<file path="config.mk">
export PLATFORM = sky130hd
export DESIGN_NAME = spi_regctl
export DESIGN_NICKNAME = d
export VERILOG_FILES = /design/src/rtl/spi_regctl_pkg.sv /design/src/rtl/spi_sync.sv /design/src/rtl/spi_rate_gen.sv /design/src/rtl/spi_shift_core.sv /design/src/rtl/spi_regctl.sv
export SDC_FILE = /design/constraint.sdc
export NUM_CORES = 1
export LEC_CHECK = 0
export BUFFER_PORTS_ARGS = -buffer_cell sky130_fd_sc_hd__buf_2
export CORE_MARGIN = 8
export CORE_UTILIZATION = 30
export CTS_CLUSTER_SIZE = 10
export DETAILED_ROUTE_END_ITERATION = 12
export HOLD_SLACK_MARGIN = 0.12
export PLACE_DENSITY_LB_ADDON = 0.2
export SYNTH_ARGS = -nofsm -noshare
export SYNTH_HDL_FRONTEND = slang
export SYNTH_SLANG_ARGS = --single-unit
</file>
<file path="constraint.sdc">
create_clock -name clk -period 2.8 [get_ports clk]
set_input_delay 0.42 -clock clk [delete_from_list [all_inputs] [get_ports clk]]
set_output_delay 0.42 -clock clk [all_outputs]
set_load 0.05 [all_outputs]
</file>
<file path="src/rtl/spi_regctl_pkg.sv">
package spi_regctl_pkg;
  localparam int HALF_W = 7;
  localparam logic [1:0] ADR_CTRL = 2'd0;
  localparam logic [1:0] ADR_STAT = 2'd1;
  localparam logic [1:0] ADR_DATA = 2'd2;

  typedef struct packed {
    logic       irq_en;
    logic       en;
    logic       lsb_first;
    logic       master;
    logic       cpol;
    logic       cpha;
    logic [1:0] rate;
  } ctl_t;

  // half of the SCK period, in system clocks
  function automatic logic [HALF_W-1:0] half_period(input logic [1:0] rate, input logic dbl);
    logic [HALF_W-1:0] h;
    case (rate)
      2'd0:    h = HALF_W'(2);
      2'd1:    h = HALF_W'(8);
      2'd2:    h = HALF_W'(32);
      default: h = HALF_W'(64);
    endcase
    return dbl ? (h >> 1) : h;
  endfunction
endpackage

</file>
<file path="src/rtl/spi_sync.sv">
module spi_sync #(
  parameter int W       = 1,
  parameter int STAGES  = 2,
  parameter logic [W-1:0] RST_VAL = '0
) (
  input  logic         clk,
  input  logic         rst,
  input  logic [W-1:0] d,
  output logic [W-1:0] q
);
  logic [W-1:0] st [STAGES];

  always_ff @(posedge clk) begin
    if (rst) st[0] <= RST_VAL;
    else     st[0] <= d;
  end

  for (genvar i = 1; i < STAGES; i++) begin : g_stage
    always_ff @(posedge clk) begin
      if (rst) st[i] <= RST_VAL;
      else     st[i] <= st[i-1];
    end
  end

  assign q = st[STAGES-1];
endmodule

</file>
<file path="src/rtl/spi_rate_gen.sv">
module spi_rate_gen #(
  parameter int HALF_W = 7
) (
  input  logic              clk,
  input  logic              rst,
  input  logic              run,
  input  logic [HALF_W-1:0] half,
  output logic              tick
);
  logic [HALF_W-1:0] cnt;

  assign tick = run && (cnt == half - HALF_W'(1));

  always_ff @(posedge clk) begin
    if (rst || !run) cnt <= '0;
    else if (tick)   cnt <= '0;
    else             cnt <= cnt + HALF_W'(1);
  end

  AST_TICK_BOUND: assert property (@(posedge clk) disable iff (rst)
    run |-> (cnt < half));
endmodule

</file>
<file path="src/rtl/spi_shift_core.sv">
module spi_shift_core #(
  parameter int DW = 8
) (
  input  logic          clk,
  input  logic          rst,
  input  logic          load,
  input  logic [DW-1:0] ld_data,
  input  logic          clr,
  input  logic          lead,
  input  logic          trail,
  input  logic          cpha,
  input  logic          lsb_first,
  input  logic          din,
  output logic          dout,
  output logic          busy,
  output logic          done,
  output logic [DW-1:0] rx_next
);
  localparam int CW = $clog2(DW);

  logic [DW-1:0] tx, rx;
  logic [CW-1:0] nsmp;
  logic is_smp, is_sft;

  assign is_smp  = cpha ? trail : lead;
  assign is_sft  = cpha ? lead  : trail;
  assign rx_next = lsb_first ? {din, rx[DW-1:1]} : {rx[DW-2:0], din};
  assign done    = is_smp && (nsmp == CW'(DW-1));
  assign dout    = lsb_first ? tx[0] : tx[DW-1];
  assign busy    = (nsmp != '0);

  always_ff @(posedge clk) begin
    if (rst) begin
      tx   <= '0;
      rx   <= '0;
      nsmp <= '0;
    end else begin
      if (load)
        tx <= ld_data;
      else if (is_sft && busy)
        tx <= lsb_first ? (tx >> 1) : (tx << 1);
      if (load || clr) begin
        nsmp <= '0;
      end else if (is_smp) begin
        rx   <= rx_next;
        nsmp <= done ? '0 : nsmp + CW'(1);
      end
    end
  end

  AST_LOAD_RESTARTS: assert property (@(posedge clk) disable iff (rst)
    load |=> !busy);
endmodule

</file>
<file path="src/rtl/spi_regctl.sv">
module spi_regctl
  import spi_regctl_pkg::*;
#(
  parameter int DW      = 8,
  parameter int SYNC_ST = 2
) (
  input  logic          clk,
  input  logic          rst,
  input  logic [1:0]    bus_addr,
  input  logic          bus_wr,
  input  logic          bus_rd,
  input  logic [DW-1:0] bus_wdata,
  output logic [DW-1:0] bus_rdata,
  output logic          irq,
  output logic          sck_o,
  output logic          mosi_o,
  input  logic          miso_i,
  input  logic          sck_i,
  input  logic          ss_n_i,
  input  logic          mosi_i,
  output logic          miso_o
);
  localparam int EW = $clog2(2*DW) + 1;

  ctl_t ctl;
  logic dbl, spif, wcol, armed, m_active, sck_q, sck_d;
  logic [EW-1:0] m_edges;
  logic [DW-1:0] rx_buf, rx_next;
  logic sck_s, ssn_s, mosi_s;
  logic [HALF_W-1:0] half;
  logic tick, m_lead, m_trail, m_done;
  logic sel, s_rise, s_fall, s_lead, s_trail;
  logic wr_data, data_acc, busy, coll, load, start;
  logic core_dout, core_busy, core_done;

  spi_sync #(.W(3), .STAGES(SYNC_ST), .RST_VAL(3'b010)) u_sync (
    .clk(clk), .rst(rst), .d({sck_i, ss_n_i, mosi_i}), .q({sck_s, ssn_s, mosi_s}));

  assign half = half_period(ctl.rate, dbl);

  spi_rate_gen #(.HALF_W(HALF_W)) u_rate (
    .clk(clk), .rst(rst), .run(m_active), .half(half), .tick(tick));

  // master edge classification: odd-numbered edge is the leading one
  assign m_lead  = tick && !m_edges[0];
  assign m_trail = tick &&  m_edges[0];
  assign m_done  = tick && (m_edges == EW'(2*DW-1));

  // slave edge detection on synchronized clock
  assign sel     = ctl.en && !ctl.master && !ssn_s;
  assign s_rise  =  sck_s && !sck_d;
  assign s_fall  = !sck_s &&  sck_d;
  assign s_lead  = sel && (ctl.cpol ? s_fall : s_rise);
  assign s_trail = sel && (ctl.cpol ? s_rise : s_fall);

  assign wr_data  = bus_wr && (bus_addr == ADR_DATA);
  assign data_acc = (bus_wr || bus_rd) && (bus_addr == ADR_DATA);
  assign busy     = m_active || (!ctl.master && core_busy);
  assign coll     = wr_data && busy;
  assign load     = wr_data && !busy;
  assign start    = load && ctl.en && ctl.master;

  spi_shift_core #(.DW(DW)) u_core (
    .clk(clk), .rst(rst), .load(load), .ld_data(bus_wdata),
    .clr(ctl.master ? 1'b0 : !sel),
    .lead(ctl.master ? m_lead : s_lead),
    .trail(ctl.master ? m_trail : s_trail),
    .cpha(ctl.cpha), .lsb_first(ctl.lsb_first),
    .din(ctl.master ? miso_i : mosi_s),
    .dout(core_dout), .busy(core_busy), .done(core_done), .rx_next(rx_next));

  always_ff @(posedge clk) begin
    if (rst) begin
      ctl       <= '0;
      dbl       <= 1'b0;
      spif      <= 1'b0;
      wcol      <= 1'b0;
      armed     <= 1'b0;
      m_active  <= 1'b0;
      m_edges   <= '0;
      sck_q     <= 1'b0;
      sck_d     <= 1'b0;
      rx_buf    <= '0;
      bus_rdata <= '0;
    end else begin
      sck_d <= sck_s;
      if (bus_wr && bus_addr == ADR_CTRL) ctl <= ctl_t'(bus_wdata);
      if (bus_wr && bus_addr == ADR_STAT) dbl <= bus_wdata[0];

      if (start) begin
        m_active <= 1'b1;
        m_edges  <= '0;
      end else if (tick) begin
        m_edges <= m_edges + EW'(1);
        if (m_done) m_active <= 1'b0;
      end

      if (!m_active) sck_q <= ctl.cpol;
      else if (tick) sck_q <= !sck_q;

      if (core_done) rx_buf <= rx_next;

      if (ctl.master ? m_done : core_done) spif <= 1'b1;
      else if (data_acc && armed)          spif <= 1'b0;
      if (coll)                            wcol <= 1'b1;
      else if (data_acc && armed)          wcol <= 1'b0;

      if (data_acc) armed <= 1'b0;
      else if (bus_rd && bus_addr == ADR_STAT && (spif || wcol)) armed <= 1'b1;

      if (bus_rd) begin
        case (bus_addr)
          ADR_CTRL: bus_rdata <= ctl;
          ADR_STAT: bus_rdata <= {spif, wcol, 5'b0, dbl};
          ADR_DATA: bus_rdata <= rx_buf;
          default:  bus_rdata <= '0;
        endcase
      end
    end
  end

  assign irq    = ctl.irq_en && spif;
  assign sck_o  = sck_q;
  assign mosi_o = ctl.master ? core_dout : 1'b0;
  assign miso_o = sel ? core_dout : 1'b0;

  AST_SCK_IDLE: assert property (@(posedge clk) disable iff (rst)
    !m_active |=> (sck_o == $past(ctl.cpol)));
  AST_START_NOW: assert property (@(posedge clk) disable iff (rst)
    start |=> m_active);
  AST_DONE_FLAG: assert property (@(posedge clk) disable iff (rst)
    (m_active && m_done) |=> spif);
  AST_COLL_FLAG: assert property (@(posedge clk) disable iff (rst)
    (wr_data && busy) |=> wcol);
  AST_RSVD_ZERO: assert property (@(posedge clk) disable iff (rst)
    (bus_rd && bus_addr == ADR_STAT) |=> (bus_rdata[5:1] == 5'b0));
  AST_SLAVE_QUIET: assert property (@(posedge clk) disable iff (rst)
    ssn_s |-> !miso_o);
endmodule

</file>
==> results of run 1 <==
-- worst register-to-register path, delay by kind of cell, from the launching register on --
family | cells | cell delay (ns)
AO/OA/AOI/OAI | 2 | 0.52
XOR/XNOR | 1 | 0.14
adder cells (fa/ha/maj) | 1 | 0.20
buffers and inverters | 1 | 0.20
AND/OR/NAND/NOR | 4 | 1.20
flip-flops | 1 | 0.33
-- registers in the layout, indices dropped and copies added (netlist names), 3 cells and up --
name         flops
u_core.nsmp      3
m_edges          5
u_rate.cnt       7
u_core.rx        8
ctl              8
bus_rdata        8
rx_buf           8
u_sync.st        6
u_core.tx        8
-- layer usage --
layer  track usage, %  vias to the layer above  share of wire, %
met4             4.91                        0               1.3
met1             15.4                     1259                51
met5                0                        -                 0
met2             16.6                       39                44
met3             2.67                       10               3.4
li1                 -                     1405                 -
-- kinds of logic after synthesis --
kind of cell	count (synthesis)
flops	68
compound gates	76
xor+xnor	13
mux	45
fa+ha+maj	7
buf+inv	31
simple gates	140
-- what timing repair did --
action / CTS / global route
pin swaps: 0 / 4
resized for setup: 1 / 5
endpoints found under the setup margin: 1 / 26
buffers inserted: 0 / 4
hold buffers: 0 / 0
-- power by group through the flow --
stage | clock (W) | combinational, W | sequential (W)
6_report | 0.00108 | 0.000173 | 0.000995
4_1_cts | 0.00111 | 0.000168 | 0.000995
3_5_place_dp | 0 | 0.000167 | 0.00102
2_1_floorplan | 0 | 0.000110 | 0.00102
5_1_grt | 0.00116 | 0.000188 | 0.000996
3_3_place_gp | 0 | 0.000165 | 0.00102
-- cell usage in the layout (no fill, tap or decap), types with 4 or more instances in the layout --
cell type  count
or3_1          4
a211oi_1      11
a211o_1        6
xor2_1         7
dfxtp_1       67
nand3b_1       5
a21oi_1       31
mux2_2         4
a211oi_2       6
nand2b_1      15
inv_1          6
clkbuf_16      9
nor2_1        50
nor2b_1       19
nand2_1       11
xnor2_1        4
ha_1           6
o21ai_0        6
buf_4         19
nand3_1        8
buf_2         29
nor3_1         5
mux2i_1       41
-- cell type report --
| type | instances | area, sq um |
|---|---|---|
| Tap cell | 143 | 179 |
| Multi-Input combinational cell | 281 | 2010 |
| Clock buffer | 11 | 253 |
| Inverter | 6 | 22.5 |
| Fill cell | 1178 | 7270 |
| Timing Repair Buffer | 48 | 288 |
| Sequential cell | 68 | 1360 |
| Clock inverter | 5 | 36.3 |
-- per-stage QoR --
step | setup WS (ns) | util [%] | instances | power (W)
global route | 0.0625 | 36.4 | 562 | 0.00234
global placement | 0.0859 | 33.3 | 542 | 0.00118
finish | 0.153 | 36.4 | 562 | 0.00225
detailed placement | 0.0205 | 33.3 | 542 | 0.00118
CTS | 0.0730 | 35.9 | 558 | 0.00227
floorplan | 0.0352 | - | 380 | 0.00113
-- worst max path at each step --
| stage | startpoint | to | slack (ns) | cells after the start |
|---|---|---|---|---|
| finish | ctl[0] | m_edges[3] | 0.15 | 9 |
| global route | ctl[0] | m_edges[3] | 0.06 | 9 |
| CTS | dbl | u_core.rx[5] | 0.07 | 9 |
| detailed placement | dbl | rx_buf[0] | 0.02 | 8 |
| global placement | dbl | rx_buf[0] | 0.09 | 8 |
| floorplan | ctl[1] | u_core.rx[0] | 0.04 | 11 |
==> out/results.ini, run 1 <==
[critical_path]
cpPeakStageDelay_ns = 0.42
crit_chain = or3_1 -> ha_4 -> o32a_4 -> xnor2_4 -> nor4_4 -> buf_4 -> nand3_4 -> or3_1 -> a21oi_1
cpLargestDelayFamily = simple AND/OR/NAND/NOR gates
r2r_start = ctl[0]
timing.rr.end = m_edges[3]
worst_path_max_delay_cell = or3_1
crit_top_cell = or3_1
crit_buf_inv = 1
worstPathRequired_ns = 3.06
arrival_ns = 2.91
crit_path_max_fanout = 6
crit_type = flip-flop to flip-flop
cp-start-kind = flip-flop
r2r_slack_ns = 0.15
r2r_cells = 9
endpoint_kind = flip-flop

[clock_network]
cts_buffer_depth = 2
cts_tree = built
worstSkewPairLatency_ns = 0.33
htree_levels = 3
cts_buffers = 9
numClockSinks = 68
root_buffer = clkbuf_16
path_clk_slew_ns = 0.06

[synth]
synth-seq-cells = 68
synth_most_common_cell = dfxtp_1
synth_area_leader_cell = dfxtp_1
synth_top_area_share_pct = 38.8
syn_area_per_cell_sq_um = 9.24
ys_top_cells_by_count = dfxtp_1, nor2_1, mux2i_1, a21oi_1, nor2b_1
seq_area_frac_synth_pct = 38.8
yosysWarnings = 0
synth_top_family_by_area = simple AND/OR/NAND/NOR gates
synth_simple_gate_area_share_pct = 21.6
ys_types = 52
synth_area_leaders = dfxtp_1, mux2i_1, nor2_1
async_flop_share_pct = 0
synth_mux_area_share_pct = 13.0
synth-main-ff-cell = dfxtp_1
synth_area_sq_um = 3510
syn_nets = 405
yosys.area_share.adder_pct = 2.49
synth-xor-area-share_pct = 3.99
synth_edf_count = 0
synthCells = 380
synth-compound-area-share_pct = 15.3

[cells_and_area]
num_antenna_cells = 0
drive_above_1_share_pct = 22.2
final_nets = 439
areaGrowthSynthToFinish_pct = 18.3
stdcell_area_sq_um = 4150

[route]
drt_iter0_drc = 180
dr.pass1.iters = 5
vias = 2713
postRouteWirelength_um = 8400
drcViolationCount = 0
ant_nets = 0
wl_per_cell_um = 14.9
vias_per_cell = 4.83

[power_and_ir_drop]
ir_worst_vdd_v = 0.000265
p_int_w = 0.00170
seqPwrFrac_pct = 44.3
leakage_nw = 1.50
power_density_nw_per_um2 = 541
p_switching_w = 0.000545
combPwrFrac_pct = 7.7
swShare_pct = 24.3
power_frac_clock_pct = 48.0

[global_routing]
overflow = 0
grt_first_pass_wirelength_um = 13600
grt_max_degree = 37
track_usage_pct = 11.3
antenna_found_initial = 0
grt_pass1_vias = 2695

[floorplanning]
start_util_pct = 30.7
core_area_sq_um = 11400
die_w_um = 124
row_count = 39
fp.dieArea_sq_um = 15400
ioPinCount = 30
die_y_um = 124

[sta]
fmax_mhz = 378
grt_setup_unrepaired = false
relSlewSlack_pct = 22.5
finalSetupViolCount = 0
hold_ws_ns = 0.274
clock_skew_ns = 0.00393
final_max_slew_viol_count = 0
finalCritPeriodShare_pct = 94.5
hold_viol_final = 0
period_minus_slack_ns = 2.65
tightest_slew_ns = 1.16
tns_ns = 0

[outcome]
status = finished, final reports clean

[worst_hold_path]
hp-start = ss_n_i
min_path_cells = 2
min_to = u_sync.st[0][1]
hold_class = primary input to flip-flop

[place]
hpwl_um = 6010
gp_congestion = 0.743
io_buffers = 29
post_dp_cell_area_sq_um = 3800

[run]
cap_violations = 0

Note: power is estimated with default switching activity, not from simulation.
==> run 2: changes to the inputs <==
HOLD_SLACK_MARGIN = unset   (was 0.12)
SYNTH_HIERARCHICAL = 1   (was unset)
clock period = 2.5 ns   (was 2.8 ns; I/O delays follow)
==> out/results.ini, run 2 <==
[clock_network]
worstSkewPairLatency_ns = 0.33  ; about the same
cts_tree = built  ; unchanged
htree_levels = 3  ; unchanged
numClockSinks = 68  ; unchanged
postCtsHoldBufs = 0  ; unchanged
root_buffer = clkbuf_16  ; unchanged
path_clk_slew_ns = 0.05  ; was 0.06 ns
cts_buffers = 9  ; unchanged
cts_buffer_depth = 2  ; unchanged

[critical_path]
cp-start-kind = flip-flop  ; unchanged
arrival_ns = 3.22  ; was 2.91 ns
crit_type = flip-flop to flip-flop  ; unchanged
r2r_start = ctl[1]  ; was ctl[0]
worstPathRequired_ns = 2.72  ; was 3.06 ns
r2r_slack_ns = -0.51  ; was 0.15 ns
timing.rr.end = u_core/tx[0]  ; was m_edges[3]
crit_path_max_fanout = 7  ; was 6
r2r_cells = 12  ; was 9
endpoint_kind = flip-flop  ; unchanged

[route]
ant_nets = 0  ; unchanged
vias_per_cell = 4.90  ; was 4.83
wl_per_cell_um = 15.4  ; was 14.9 um
drcViolationCount = 0  ; unchanged
vias = 2917  ; was 2713
dr.pass1.iters = 4  ; was 5
postRouteWirelength_um = 9190  ; was 8400 um
drt_iter0_drc = 145  ; was 180

[sta]
finalCritPeriodShare_pct = 120  ; was 94.5%
period_minus_slack_ns = 3.01  ; was 2.65 ns
relSlewSlack_pct = 53.3  ; was 22.5%
clock_skew_ns = 0.00608  ; was 0.00393 ns
fmax_mhz = 332  ; was 378 MHz
finalSetupViolCount = 42  ; was 0
tightest_slew_ns = 0.699  ; was 1.16 ns
final_max_slew_viol_count = 0  ; unchanged
hold_viol_final = 0  ; unchanged
grt_setup_unrepaired = true  ; was false
fin_ws_ns = -0.509  ; was 0.153 ns

[synth]
yosysWarnings = 6  ; was 0
synth-main-ff-cell = dfxtp_1  ; unchanged
synth-compound-area-share_pct = 10.8  ; was 15.3%
syn_area_per_cell_sq_um = 9.10  ; was 9.24 sq um
synth-xor-area-share_pct = 4.32  ; was 3.99%
async_flop_share_pct = 0  ; unchanged
ys_top_cells_by_count = dfxtp_1, nor2_1, mux2i_1, nand2_1, nor3_1  ; was dfxtp_1, nor2_1, mux2i_1, a21oi_1, nor2b_1
synth_top_family_by_area = simple AND/OR/NAND/NOR gates  ; unchanged
ys_types = 52  ; unchanged
yosys.area_share.adder_pct = 2.46  ; was 2.49%
seq_area_frac_synth_pct = 38.3  ; was 38.8%
synth_edf_count = 0  ; unchanged
synth_area_leader_cell = dfxtp_1  ; unchanged
synth_most_common_cell = dfxtp_1  ; unchanged
synth_area_sq_um = 3560  ; was 3510 sq um
synth_mux_area_share_pct = 16.1  ; was 13.0%
synthCells = 391  ; was 380
synth_simple_gate_area_share_pct = 24.1  ; was 21.6%
synth_top_area_share_pct = 38.3  ; was 38.8%
synth_area_leaders = dfxtp_1, mux2i_1, mux2_2  ; was dfxtp_1, mux2i_1, nor2_1
synth-seq-cells = 68  ; unchanged
syn_nets = 416  ; was 405

[cells_and_area]
final_util_pct = 39.7  ; was 36.4%
multiInputGateArea_sq_um = 2210  ; was 2010 sq um
mostFrequentLayoutCells = dfxtp_1, nor2_1, buf_4  ; was dfxtp_1, nor2_1, mux2i_1
stdcell_area_sq_um = 4580  ; was 4150 sq um
final_nets = 473  ; was 439
areaGrowthSynthToFinish_pct = 28.6  ; was 18.3%
num_antenna_cells = 0  ; unchanged
n_fill_cell = 1160  ; was 1178
register_area_sq_um = 1370  ; was 1360 sq um
layout_commonest_cell = dfxtp_1  ; unchanged
drive_above_1_share_pct = 32.5  ; was 22.2%

[run]
cap_violations = 0  ; unchanged

[power_and_ir_drop]
leakage_nw = 1.83  ; was 1.50 nW
ir_worst_vdd_v = 0.000239  ; was 0.000265 V
power_density_nw_per_um2 = 573  ; was 541 nW/um^2
total_power_w = 0.00262  ; was 0.00225 W

[floorplanning]
ioPinCount = 30  ; unchanged
die_y_um = 125  ; was 124 um
fp.dieArea_sq_um = 15600  ; was 15400 sq um
start_util_pct = 30.9  ; was 30.7%
row_count = 39  ; unchanged
die_w_um = 125  ; was 124 um
core_area_sq_um = 11500  ; was 11400 sq um

[global_routing]
grt_max_degree = 34  ; was 37
track_usage_pct = 12.0  ; was 11.3%
grt_first_pass_wirelength_um = 15100  ; was 13600 um
antenna_found_initial = 0  ; unchanged
grt_pass1_vias = 2949  ; was 2695
overflow = 0  ; unchanged

[worst_hold_path]
hold_class = primary input to flip-flop  ; unchanged
min_to = u_sync/st[0][1]  ; was u_sync.st[0][1]
hp-start = ss_n_i  ; unchanged
min_path_cells = 2  ; unchanged

[place]
dp_slack_ns = -0.639  ; was 0.0205 ns
hpwl_um = 6480  ; was 6010 um
post_dp_cell_area_sq_um = 4070  ; was 3800 sq um
gp_congestion = 0.790  ; was 0.743
io_buffers = 29  ; unchanged

[outcome]
status = finished, violations left  ; was finished, final reports clean
violations = setup timing

-- run 2: worst max-delay path by stage --
| stage | start | end | slack (ns) | cells after the start |
|---|---|---|---|---|
| 2_1_floorplan | ctl[1] | spif | -0.92 | 16 |
| 3_3_place_gp | ctl[1] | spif | -0.59 | 12 |
| 3_5_place_dp | ctl[1] | spif | -0.64 | 12 |
| 4_1_cts | ctl[1] | spif | -0.43 | 12 |
| 5_1_grt | dbl | u_core/tx[1] | -0.65 | 16 |
| 6_report | ctl[1] | u_core/tx[0] | -0.51 | 12 |
-- run 2: kinds of logic (layout without fill, tap and decap cells) --
kind of cell | after synthesis | count (layout)
AOI/OAI and AO/OA | 52 | 52
xor gates and xnor gates | 16 | 16
adders and majority gates | 7 | 7
buffers and inverters | 32 | 92
DFF | 68 | 68
muxes | 53 | 53
and+or+nand+nor | 163 | 164
-- run 2: metal layers --
layer,wire length (um),global-route usage (%),up-vias,part of all wire [%]
met3,258,2.10,11,2.8
met2,4310,19.2,42,47
met1,4430,15.2,1387,48
met5,0,0,-,0
met4,182,6.02,0,2.0
li1,-,-,1477,-
-- run 2: repair_timing --
action	4_1_cts	5_1_grt
cloned	2	0
buffers inserted	9	4
setup endpoints to repair	42	42
pin swaps	16	4
resized for setup	21	11
-- run 2: report_power, final --
part | switching (W) | leakage, nW | internal [W]
combinational | 0.000113 | 1.13 | 0.0000899
sequential | 0.0000144 | 0.552 | 0.00110
clock | 0.000456 | 0.149 | 0.000849
total | 0.000584 | 1.83 | 0.00204
-- run 2: stage by stage --
stage	hold WS (ns)	instances	TNS, ns
after global routing	0.221	595	-19.52
after global placement	0.400	566	-14.26
final	0.226	595	-13.50
after CTS	0.219	592	-12.47
after floorplan	0.385	391	-18.63
after detailed placement	0.400	566	-16.34
-- run 2: cell type report --
class / count / share of cell area, %
flip-flops and latches: 68 / 29.9
clock inverters: 1 / 0.656
repair buffers: 69 / 10.6
well taps: 143 / 3.91
inverters: 8 / 0.656
multi-input cells: 292 / 48.3
clock buffers: 14 / 5.99
-- run 2: critical path, cell delays in order (launching register included) --
cell and delay [ns]:
dfxtp_4 0.40, and3b_2 0.22, or3_1 0.32, or4_1 0.41, a31o_2 0.26, a221oi_4 0.33, nand2_2 0.10, o2bb2ai_4 0.14
buf_4 0.13, buf_6 0.08, mux2_4 0.14, a21oi_4 0.07, mux2_4 0.30
==> run 3: changes to the inputs <==
clock period = 3.09 ns   (was 2.5 ns; I/O delays follow)
==> out/results.ini, run 3 (synthesized netlist as in run 2, its figures left out) <==
[outcome]
status = finished, final reports clean  ; was finished, violations left

[critical_path]
endpoint_kind = flip-flop  ; unchanged
r2r_start = dbl  ; was ctl[1]
r2r_slack_ns = 0.10  ; was -0.51 ns
cp-start-kind = flip-flop  ; unchanged
r2r_cells = 14  ; was 12
crit_type = flip-flop to flip-flop  ; unchanged
worstPathRequired_ns = 3.35  ; was 2.72 ns
crit_path_max_fanout = 7  ; unchanged
arrival_ns = 3.25  ; was 3.22 ns
timing.rr.end = spif  ; was u_core/tx[0]

[sta]
relSlewSlack_pct = 38.0  ; was 53.3%
clock_skew_ns = 0.00558  ; was 0.00608 ns
period_minus_slack_ns = 2.99  ; was 3.01 ns
hold_ws_ns = 0.323  ; was 0.226 ns
finalSetupViolCount = 0  ; was 42
fmax_mhz = 335  ; was 332 MHz
tightest_slew_ns = 0.926  ; was 0.699 ns
finalCritPeriodShare_pct = 96.7  ; was 120%
hold_viol_final = 0  ; unchanged
final_max_slew_viol_count = 0  ; unchanged

[place]
hpwl_um = 6090  ; was 6480 um
io_buffers = 29  ; unchanged
gp_congestion = 0.734  ; was 0.790

[clock_network]
root_buffer = clkbuf_16  ; unchanged
postCtsHoldBufs = 0  ; unchanged
worstSkewPairLatency_ns = 0.34  ; was 0.33 ns
cts_tree = built  ; unchanged
cts_buffer_depth = 2  ; unchanged
path_clk_slew_ns = 0.05  ; about the same
cts_buffers = 9  ; unchanged
numClockSinks = 68  ; unchanged
htree_levels = 3  ; unchanged

[worst_hold_path]
hold_class = primary input to flip-flop  ; unchanged
hp-start = ss_n_i  ; unchanged
min_path_cells = 2  ; unchanged
min_to = u_sync/st[0][1]  ; unchanged

[floorplanning]
die_w_um = 125  ; unchanged
ioPinCount = 30  ; unchanged
die_y_um = 125  ; unchanged
fp.dieArea_sq_um = 15600  ; unchanged
start_util_pct = 30.9  ; unchanged
core_area_sq_um = 11500  ; unchanged
row_count = 39  ; unchanged

[power_and_ir_drop]
power_density_nw_per_um2 = 458  ; was 573 nW/um^2
ir_worst_vdd_v = 0.000236  ; was 0.000239 V
leakage_nw = 1.70  ; was 1.83 nW

[route]
postRouteWirelength_um = 8630  ; was 9190 um
dr.pass1.iters = 4  ; unchanged
vias = 2784  ; was 2917
drt_iter0_drc = 148  ; was 145
ant_nets = 0  ; unchanged
drcViolationCount = 0  ; unchanged
wl_per_cell_um = 15.0  ; was 15.4 um
vias_per_cell = 4.82  ; was 4.90

[global_routing]
grt_max_degree = 31  ; was 34
antenna_found_initial = 0  ; unchanged
grt_first_pass_wirelength_um = 14400  ; was 15100 um
grt_pass1_vias = 2830  ; was 2949
track_usage_pct = 11.5  ; was 12.0%
overflow = 0  ; unchanged

[cells_and_area]
final_nets = 454  ; was 473
final_util_pct = 37.6  ; was 39.7%
layout_commonest_cell = dfxtp_1  ; unchanged
areaGrowthSynthToFinish_pct = 21.7  ; was 28.6%
drive_above_1_share_pct = 28.6  ; was 32.5%
num_antenna_cells = 0  ; unchanged
mostFrequentLayoutCells = dfxtp_1, nor2_1, buf_2  ; was dfxtp_1, nor2_1, buf_4

[run]
cap_violations = 0  ; unchanged

==> run 3: worst max path at each step <==
stage,depth (start not counted),slack (ns),start,to
final,14,0.10,dbl,spif
after global routing,14,-0.02,dbl,spif
after CTS,14,0.0008,dbl,spif
after detailed placement,12,-0.05,ctl[1],spif
after global placement,12,0.01,ctl[1],spif
after floorplan,16,-0.33,ctl[1],spif
==> run 3: layout make-up <==
type	instances	area [sq um]
Fill cell	1188	7190
Multi-Input combinational cell	292	2180
Sequential cell	68	1370
Timing Repair Buffer	50	303
Clock buffer	10	239
Tap cell	143	179
Clock inverter	6	30.0
Inverter	8	30.0
==> run 3: critical path, cell delays in order (launching register included) <==
cell	delay, ns
dfxtp_4	0.36
nor3b_4	0.16
inv_2	0.07
ha_4	0.17
nand2b_1	0.07
or4_1	0.52
a31o_2	0.26
a221oi_4	0.33
nand2_2	0.11
o2bb2ai_4	0.15
mux2_4	0.18
and2_4	0.19
nor2b_1	0.14
a31oi_1	0.05
o22ai_1	0.16
==> run 3: stage by stage <==
stage          TNS [ns]  instances  power (W)  instance area (sq um)  setup slack, ns
3_5_place_dp    -0.0471        558    0.00107                   4010          -0.0471
3_3_place_gp          0        558    0.00107                   4010           0.0135
4_1_cts               0        574    0.00202                   4280         0.000805
2_1_floorplan     -2.68        391    0.00103                   3690           -0.329
5_1_grt         -0.0360        577    0.00208                   4330          -0.0207
6_report              0        577    0.00198                   4330            0.102
==> run 3: power breakdown <==
part | internal [W] | switching, W | total, W
logic | 0.0000672 | 0.0000884 | 0.000156
registers | 0.000888 | 0.0000108 | 0.000899
clock network | 0.000555 | 0.000374 | 0.000929
==> run 3: repair_timing <==
item | in CTS | in global routing
setup buffers | 0 | 2
resized for setup | 2 | 8
cloned | 0 | 1
pin swaps | 0 | 7
endpoints found under the setup margin | 3 | 27
==> run 3: per-layer routing <==
metal / part of all wire [%] / vias up / GRT usage [%] / wire length [um]
met4: 1.6 / 0 / 4.23 / 142
met5: 0 / - / 0 / 0
li1: - / 1443 / - / -
met2: 47 / 29 / 18.1 / 4030
met3: 3.2 / 10 / 4.20 / 274
met1: 48 / 1302 / 14.1 / 4190
